## src/rtl/pixclk_pkg.sv

```systemverilog
// Package: shared constants and the divide-code decoder for the pixel
// clock generator. Assumes at most a divide by 4 in low-power mode.
package pixclk_pkg;

    localparam int unsigned MAX_DIV = 4;
    localparam int unsigned DIV_CW  = $clog2(MAX_DIV);

    typedef enum logic [1:0] {
        DIV_BY1 = 2'b00,
        DIV_BY2 = 2'b01,
        DIV_BY4 = 2'b10,
        DIV_RSV = 2'b11
    } div_code_e;

    // Number of system cycles per pixel-clock level for a divide code.
    function automatic int unsigned div_cycles(input logic [1:0] code);
        case (div_code_e'(code))
            DIV_BY2: return 2;
            DIV_BY4: return 4;
            default: return 1;
        endcase
    endfunction

endpackage

```

## src/rtl/pixclk_cfg.sv

```systemverilog
// Module: configuration shadow registers. Captures the divide code and the
// polarity only when the caller asserts load (clock at rest and no line
// active), so settings never change in the middle of a clock level.
// Assumes load is a synchronous qualifier in the clk domain.
module pixclk_cfg (
    input  logic       clk,
    input  logic       rst_n,
    input  logic       load,
    input  logic [1:0] div_sel,
    input  logic       invert,
    output logic [1:0] div_q,
    output logic       inv_q
);

    // Shadow capture of divide code and polarity while idle.
    always_ff @(posedge clk) begin
        if (!rst_n) begin
            div_q <= 2'b00;
            inv_q <= 1'b0;
        end else if (load) begin
            div_q <= div_sel;
            inv_q <= invert;
        end
    end

endmodule

```

## src/rtl/pixclk_div.sv

```systemverilog
// Module: divider and phase flop. While a line is active, or the phase is
// away from rest, it counts D cycles per level and flips the phase. It
// flags the return-to-rest edge as a launch. Assumes div_q is stable
// whenever the counter runs.
module pixclk_div
    import pixclk_pkg::*;
(
    input  logic       clk,
    input  logic       rst_n,
    input  logic       line_active,
    input  logic [1:0] div_q,
    output logic       phase,
    output logic       launch,
    output logic       idle
);

    localparam int unsigned CW = (DIV_CW > 0) ? DIV_CW : 1;

    logic [CW-1:0] cnt;
    logic          running;
    logic          tick;
    logic [CW-1:0] last;

    // Decode terminal count and run condition.
    always_comb begin
        last    = CW'(div_cycles(div_q) - 1);
        running = line_active | phase;
        tick    = running && (cnt == last);
        launch  = tick && phase;
        idle    = !running;
    end

    // Level counter and phase toggle.
    always_ff @(posedge clk) begin
        if (!rst_n) begin
            cnt   <= '0;
            phase <= 1'b0;
        end else if (!running) begin
            cnt   <= '0;
        end else if (tick) begin
            cnt   <= '0;
            phase <= ~phase;
        end else begin
            cnt   <= cnt + 1'b1;
        end
    end

endmodule

```

## src/rtl/pixclk_launch.sv

```systemverilog
// Module: pixel data register. Loads the incoming byte whenever the
// clock is parked (idle) or on a launch edge, and holds it otherwise.
// Assumes idle and launch never both indicate a running mid-level.
module pixclk_launch #(
    parameter int DW = 8
) (
    input  logic          clk,
    input  logic          rst_n,
    input  logic          idle,
    input  logic          launch,
    input  logic [DW-1:0] data_in,
    output logic [DW-1:0] pix_data
);

    // Data launch register.
    always_ff @(posedge clk) begin
        if (!rst_n) begin
            pix_data <= '0;
        end else if (idle || launch) begin
            pix_data <= data_in;
        end
    end

endmodule

```

## src/rtl/pixclk_gen.sv

```systemverilog
// Module: top of the gated pixel clock generator. Ties the config shadow,
// divider and data register together and forms the output clock as the
// phase flop XOR the captured polarity. Because polarity only changes while
// the phase is at rest, the two flops never switch on the same edge.
// Assumes line_active comes synchronously from the readout sequencer.
module pixclk_gen #(
    parameter int DW = 8
) (
    input  logic          clk,
    input  logic          rst_n,
    input  logic [1:0]    div_sel,
    input  logic          invert,
    input  logic          line_active,
    input  logic [DW-1:0] data_in,
    output logic          pix_clk,
    output logic [DW-1:0] pix_data
);

    logic [1:0] div_q;
    logic       inv_q;
    logic       phase;
    logic       launch;
    logic       idle;

    pixclk_cfg u_cfg (
        .clk     (clk),
        .rst_n   (rst_n),
        .load    (idle),
        .div_sel (div_sel),
        .invert  (invert),
        .div_q   (div_q),
        .inv_q   (inv_q)
    );

    pixclk_div u_div (
        .clk         (clk),
        .rst_n       (rst_n),
        .line_active (line_active),
        .div_q       (div_q),
        .phase       (phase),
        .launch      (launch),
        .idle        (idle)
    );

    pixclk_launch #(.DW(DW)) u_launch (
        .clk      (clk),
        .rst_n    (rst_n),
        .idle     (idle),
        .launch   (launch),
        .data_in  (data_in),
        .pix_data (pix_data)
    );

    // Output polarity.
    always_comb begin
        pix_clk = phase ^ inv_q;
    end

endmodule

```

## config.mk

```make
export PLATFORM = sky130hd
export DESIGN_NAME = pixclk_gen
export DESIGN_NICKNAME = d
export VERILOG_FILES = /design/src/rtl/pixclk_pkg.sv /design/src/rtl/pixclk_cfg.sv /design/src/rtl/pixclk_div.sv /design/src/rtl/pixclk_launch.sv /design/src/rtl/pixclk_gen.sv
export SDC_FILE = /design/constraint.sdc
export NUM_CORES = 1
export LEC_CHECK = 0
export BUFFER_PORTS_ARGS = -buffer_cell sky130_fd_sc_hd__buf_4
export CAP_MARGIN = 20
export CORE_MARGIN = 8
export CORE_UTILIZATION = 38
export DETAILED_ROUTE_END_ITERATION = 6
export GPL_ROUTABILITY_DRIVEN = 0
export SYNTH_ARGS = -nofsm -noshare
export SYNTH_HDL_FRONTEND = slang
export SYNTH_SLANG_ARGS = --single-unit
```

## constraint.sdc

```tcl
create_clock -name clk -period 1.7 [get_ports clk]
set_input_delay 0.17 -clock clk [delete_from_list [all_inputs] [get_ports clk]]
set_output_delay 0.17 -clock clk [all_outputs]
set_load 0.005 [all_outputs]
```

==> flow_metrics.py <==
metrics = {
    "clock_tree": {
        "postCtsSetupRepairBufs": 0,
        "cts_buffer_depth": 2,
        "numClockSinks": 14,
        "cts.repair.resized": 0,
        "clock_latency_ns": 0.28,
        "ctsHtreeMaxLevel": 1,
        "tritoncts_clock_tree": "built",
        "clock_transition_time_at_the_flip_flop_clock_pins_of_the_worst_setup_and_hold_paths_ns": 0.09,
        "cts_hold_fix_bufs": 0,
        "clockRootBuffer": "sky130_fd_sc_hd__clkbuf_4",
        "cts_made_buffers": 3,
    },
    "timing": {
        "finalMaxSlewViolations": 0,
        "tightest_slew_ns": 0.7585,
        "setup_repair_after_global_routing_missed_its_margin": "false",
        "number_of_endpoints_failing_setup_at_the_final_stage": 0,
        "layout_setup_ws_ns": 0.1457,
        "min_period_over_period": 0.9143,
        "f_max_mhz": 643.4,
        "maxSlewHeadroom": 0.4938,
        "timing.final.crit_period_ns": 1.554,
        "hold_violations": 0,
        "fin_tns_setup_ns": 0,
        "timing.clock.skew_ns": 0.003027,
    },
    "yosys": {
        "synth.cells.most_frequent": "15 x sky130_fd_sc_hd__nand2_1, 14 x sky130_fd_sc_hd__dfxtp_1",
        "synth_enable_flop_cells": 0,
        "seq_area_frac_synth": 0.3363,
        "syn_inst": 96,
        "synth_top_flop_cell": "sky130_fd_sc_hd__dfxtp_1",
        "ys_warn_count": 0,
        "ffs_w_async_s_r_synth": 0,
        "ys_ff_latch": 14,
        "synthDominantAreaCellType": "sky130_fd_sc_hd__dfxtp_1",
        "synth_top_area_share": 0.3363,
        "synth.cell_area_um2": 833.3,
        "top_cells_by_area_synth": "sky130_fd_sc_hd__dfxtp_1 34%, sky130_fd_sc_hd__and4b_1 9.6%, sky130_fd_sc_hd__o311ai_1 8.4%",
        "synth.avg_cell_area_um2": 8.680,
        "synth_nets": 111,
        "yosysMostFrequentCell": "sky130_fd_sc_hd__nand2_1",
        "yosysUniqueCellTypes": 24,
    },
    "hold_path": {
        "min_delay_worst_endpoint": "u_launch.pix_data[1]",
        "worst_hold_path_type": "in2reg",
        "min-delay-start": "data_in[1]",
        "hold_depth": 3,
    },
    "pwr": {
        "seqPwrFrac": 0.431,
        "share_clk_of_total_power": 0.256,
        "power_density_nw_per_um2": 923.1,
        "net-switching-power_uw": 314.9,
        "power.share.combinational": 0.313,
        "p_int_uw": 644.9,
        "vdd_ir_drop_max_mv": 0.5021,
        "power.switching_fraction": 0.3281,
        "total_leakage_power_nw": 0.4491,
    },
    "place": {
        "place_worst_setup_slack_ns": 0.1729,
        "placement.io_buffers": 22,
        "hpwl_mm": 1.434,
    },
    "setup_path": {
        "timing.critical_path.from_type": "register",
        "timing.critical_path.required_ns": 1.53,
        "r2r.worst_path.cells": 5,
        "worstReg2RegStart": "u_cfg.div_q[0]",
        "timing.critical_path.to_type": "output pin",
        "crit_path_max_fanout": 14,
        "reg2reg_to": "u_launch.pix_data[2]",
        "setup.worst_path.class": "reg2out",
        "r2r_setup_slack_ns": 0.17,
        "worst-endpoint-arrival_ns": 1.38,
    },
    "floorplan": {
        "core_um2": 2148,
        "initial_core_util": 0.3879,
        "number_of_i_o_pins": 23,
        "dieArea_um2": 3948,
        "num_rows": 17,
        "die_width_um": 62.83,
        "die_h_um": 62.83,
    },
    "drt": {
        "drtPass1Iterations": 4,
        "final_antenna_net_count": 0,
        "drtIter0Drc": 39,
        "dr_total_vias": 819,
        "route.detailed.wl_per_inst_um": 14.93,
        "routed_wirelength_mm": 2.135,
        "post_drt_via_cell_ratio": 5.727,
        "drt_drc_violations_left": 0,
    },
    "global_route": {
        "gr-total-overflow": 0,
        "grt_first_pass_wirelength_mm": 3.498,
        "grt_start_max_net_pins": 38,
        "globalRouteTotalUtil": 0.1051,
        "initial_antenna_violation_count": 0,
        "grt_pass1_vias": 775,
    },
    "layout": {
        "insertedDiodeCount": 0,
        "area_growth_syn_to_layout_pct": 24.78,
        "final_nets": 131,
        "final_util": 0.4840,
        "post_route_cells_drive_above_1_share": 0.2870,
        "nFillCells": 215,
    },
    "run_status": {
        "run_status": "completed",
    },
    "flow_run": {
        "max-cap-violations": 0,
    },
}
-- state kept, by name, indices dropped and copies added (netlist names) --
| signal | cells |
|---|---|
| u_div.phase | 1 |
| u_cfg.inv_q | 1 |
| u_launch.pix_data | 8 |
| u_cfg.div_q | 2 |
| u_div.cnt | 2 |
-- power groups by stage --
stage                     clock network [mW]  logic, mW  registers, mW
after floorplan                            0      0.189          0.410
after global placement                     0      0.299          0.419
after detailed placement                   0      0.302          0.419
after CTS                              0.254      0.303          0.412
after global routing                   0.261      0.332          0.418
final                                  0.246      0.300          0.414
-- through the flow --
step	power, mW	cell area (µm²)	instances	hold WS, ns
final	0.9598	1040	143	0.1158
after global placement	0.7178	1003	139	0.4016
after CTS	0.9685	1040	143	0.1064
after global routing	1.011	1040	143	0.1179
after detailed placement	0.7212	1003	139	0.4083
after floorplan	0.5989	833.3	96	0.3077
-- layout by cell type, fill, tap and decap left out --
master / instances
sky130_fd_sc_hd__xor2_1: 1
sky130_fd_sc_hd__clkbuf_4: 3
sky130_fd_sc_hd__or2_2: 1
sky130_fd_sc_hd__dfxtp_1: 14
sky130_fd_sc_hd__nor3_1: 2
sky130_fd_sc_hd__nor2_4: 1
sky130_fd_sc_hd__nand3_1: 8
sky130_fd_sc_hd__a31oi_1: 8
sky130_fd_sc_hd__o311ai_1: 8
sky130_fd_sc_hd__nand2_1: 15
sky130_fd_sc_hd__and3_1: 8
sky130_fd_sc_hd__nor2_2: 1
sky130_fd_sc_hd__and4b_1: 8
sky130_fd_sc_hd__a21boi_0: 3
sky130_fd_sc_hd__clkbuf_8: 1
sky130_fd_sc_hd__inv_1: 1
sky130_fd_sc_hd__buf_4: 23
sky130_fd_sc_hd__xnor2_1: 2
sky130_fd_sc_hd__o21ai_0: 1
sky130_fd_sc_hd__xnor2_2: 1
sky130_fd_sc_hd__ha_1: 1
sky130_fd_sc_hd__xor2_2: 2
sky130_fd_sc_hd__a21boi_1: 1
sky130_fd_sc_hd__nand4b_1: 1
-- worst max-delay path by stage --
stage | cells after the start | slack [ns] | endpoint | startpoint
floorplan | 5 | 0.30 | u_launch.pix_data[0] | u_cfg.div_q[0]
global placement | 5 | 0.24 | u_launch.pix_data[1] | u_cfg.div_q[0]
detailed placement | 5 | 0.17 | u_launch.pix_data[2] | u_cfg.div_q[0]
CTS | 5 | 0.16 | u_launch.pix_data[6] | u_cfg.div_q[0]
global route | 5 | 0.05 | u_launch.pix_data[4] | u_cfg.div_q[0]
finish | 3 | 0.15 | pix_clk | u_div.phase
-- per-layer routing --
layer  wire, µm  part of all wire  track usage
met1        978              0.46       0.1126
met2        988              0.46       0.1759
met3        146             0.068      0.04122
met4         22             0.010      0.05128
met5          0                 0            0
-- worst max-delay path: stages, from the launching register on --
cell and delay, ns:
sky130_fd_sc_hd__dfxtp_1 0.59, sky130_fd_sc_hd__buf_4 0.23, sky130_fd_sc_hd__xor2_1 0.14, sky130_fd_sc_hd__buf_4 0.13
-- area by class of cell --
class	count	area, µm²	share of cell area
clock buffer	4	36.28	0.03490
timing repair buffer	23	172.7	0.1661
multi-input combinational	73	511.7	0.4922
tap	28	35.03	0.03369
sequential	14	280.3	0.2696
inverter	1	3.754	0.003610
-- cells by family (layout without fill, tap and decap cells) --
logic type,Yosys count,count (layout),synth area share
simple gates,45,45,0.3228
fa+ha+maj,1,1,0.01501
compound gates,21,21,0.1862
flops,14,14,0.3363
xor+xnor,6,6,0.09010
buf+inv,9,28,0.04954
(Power assumes the default switching activity.)
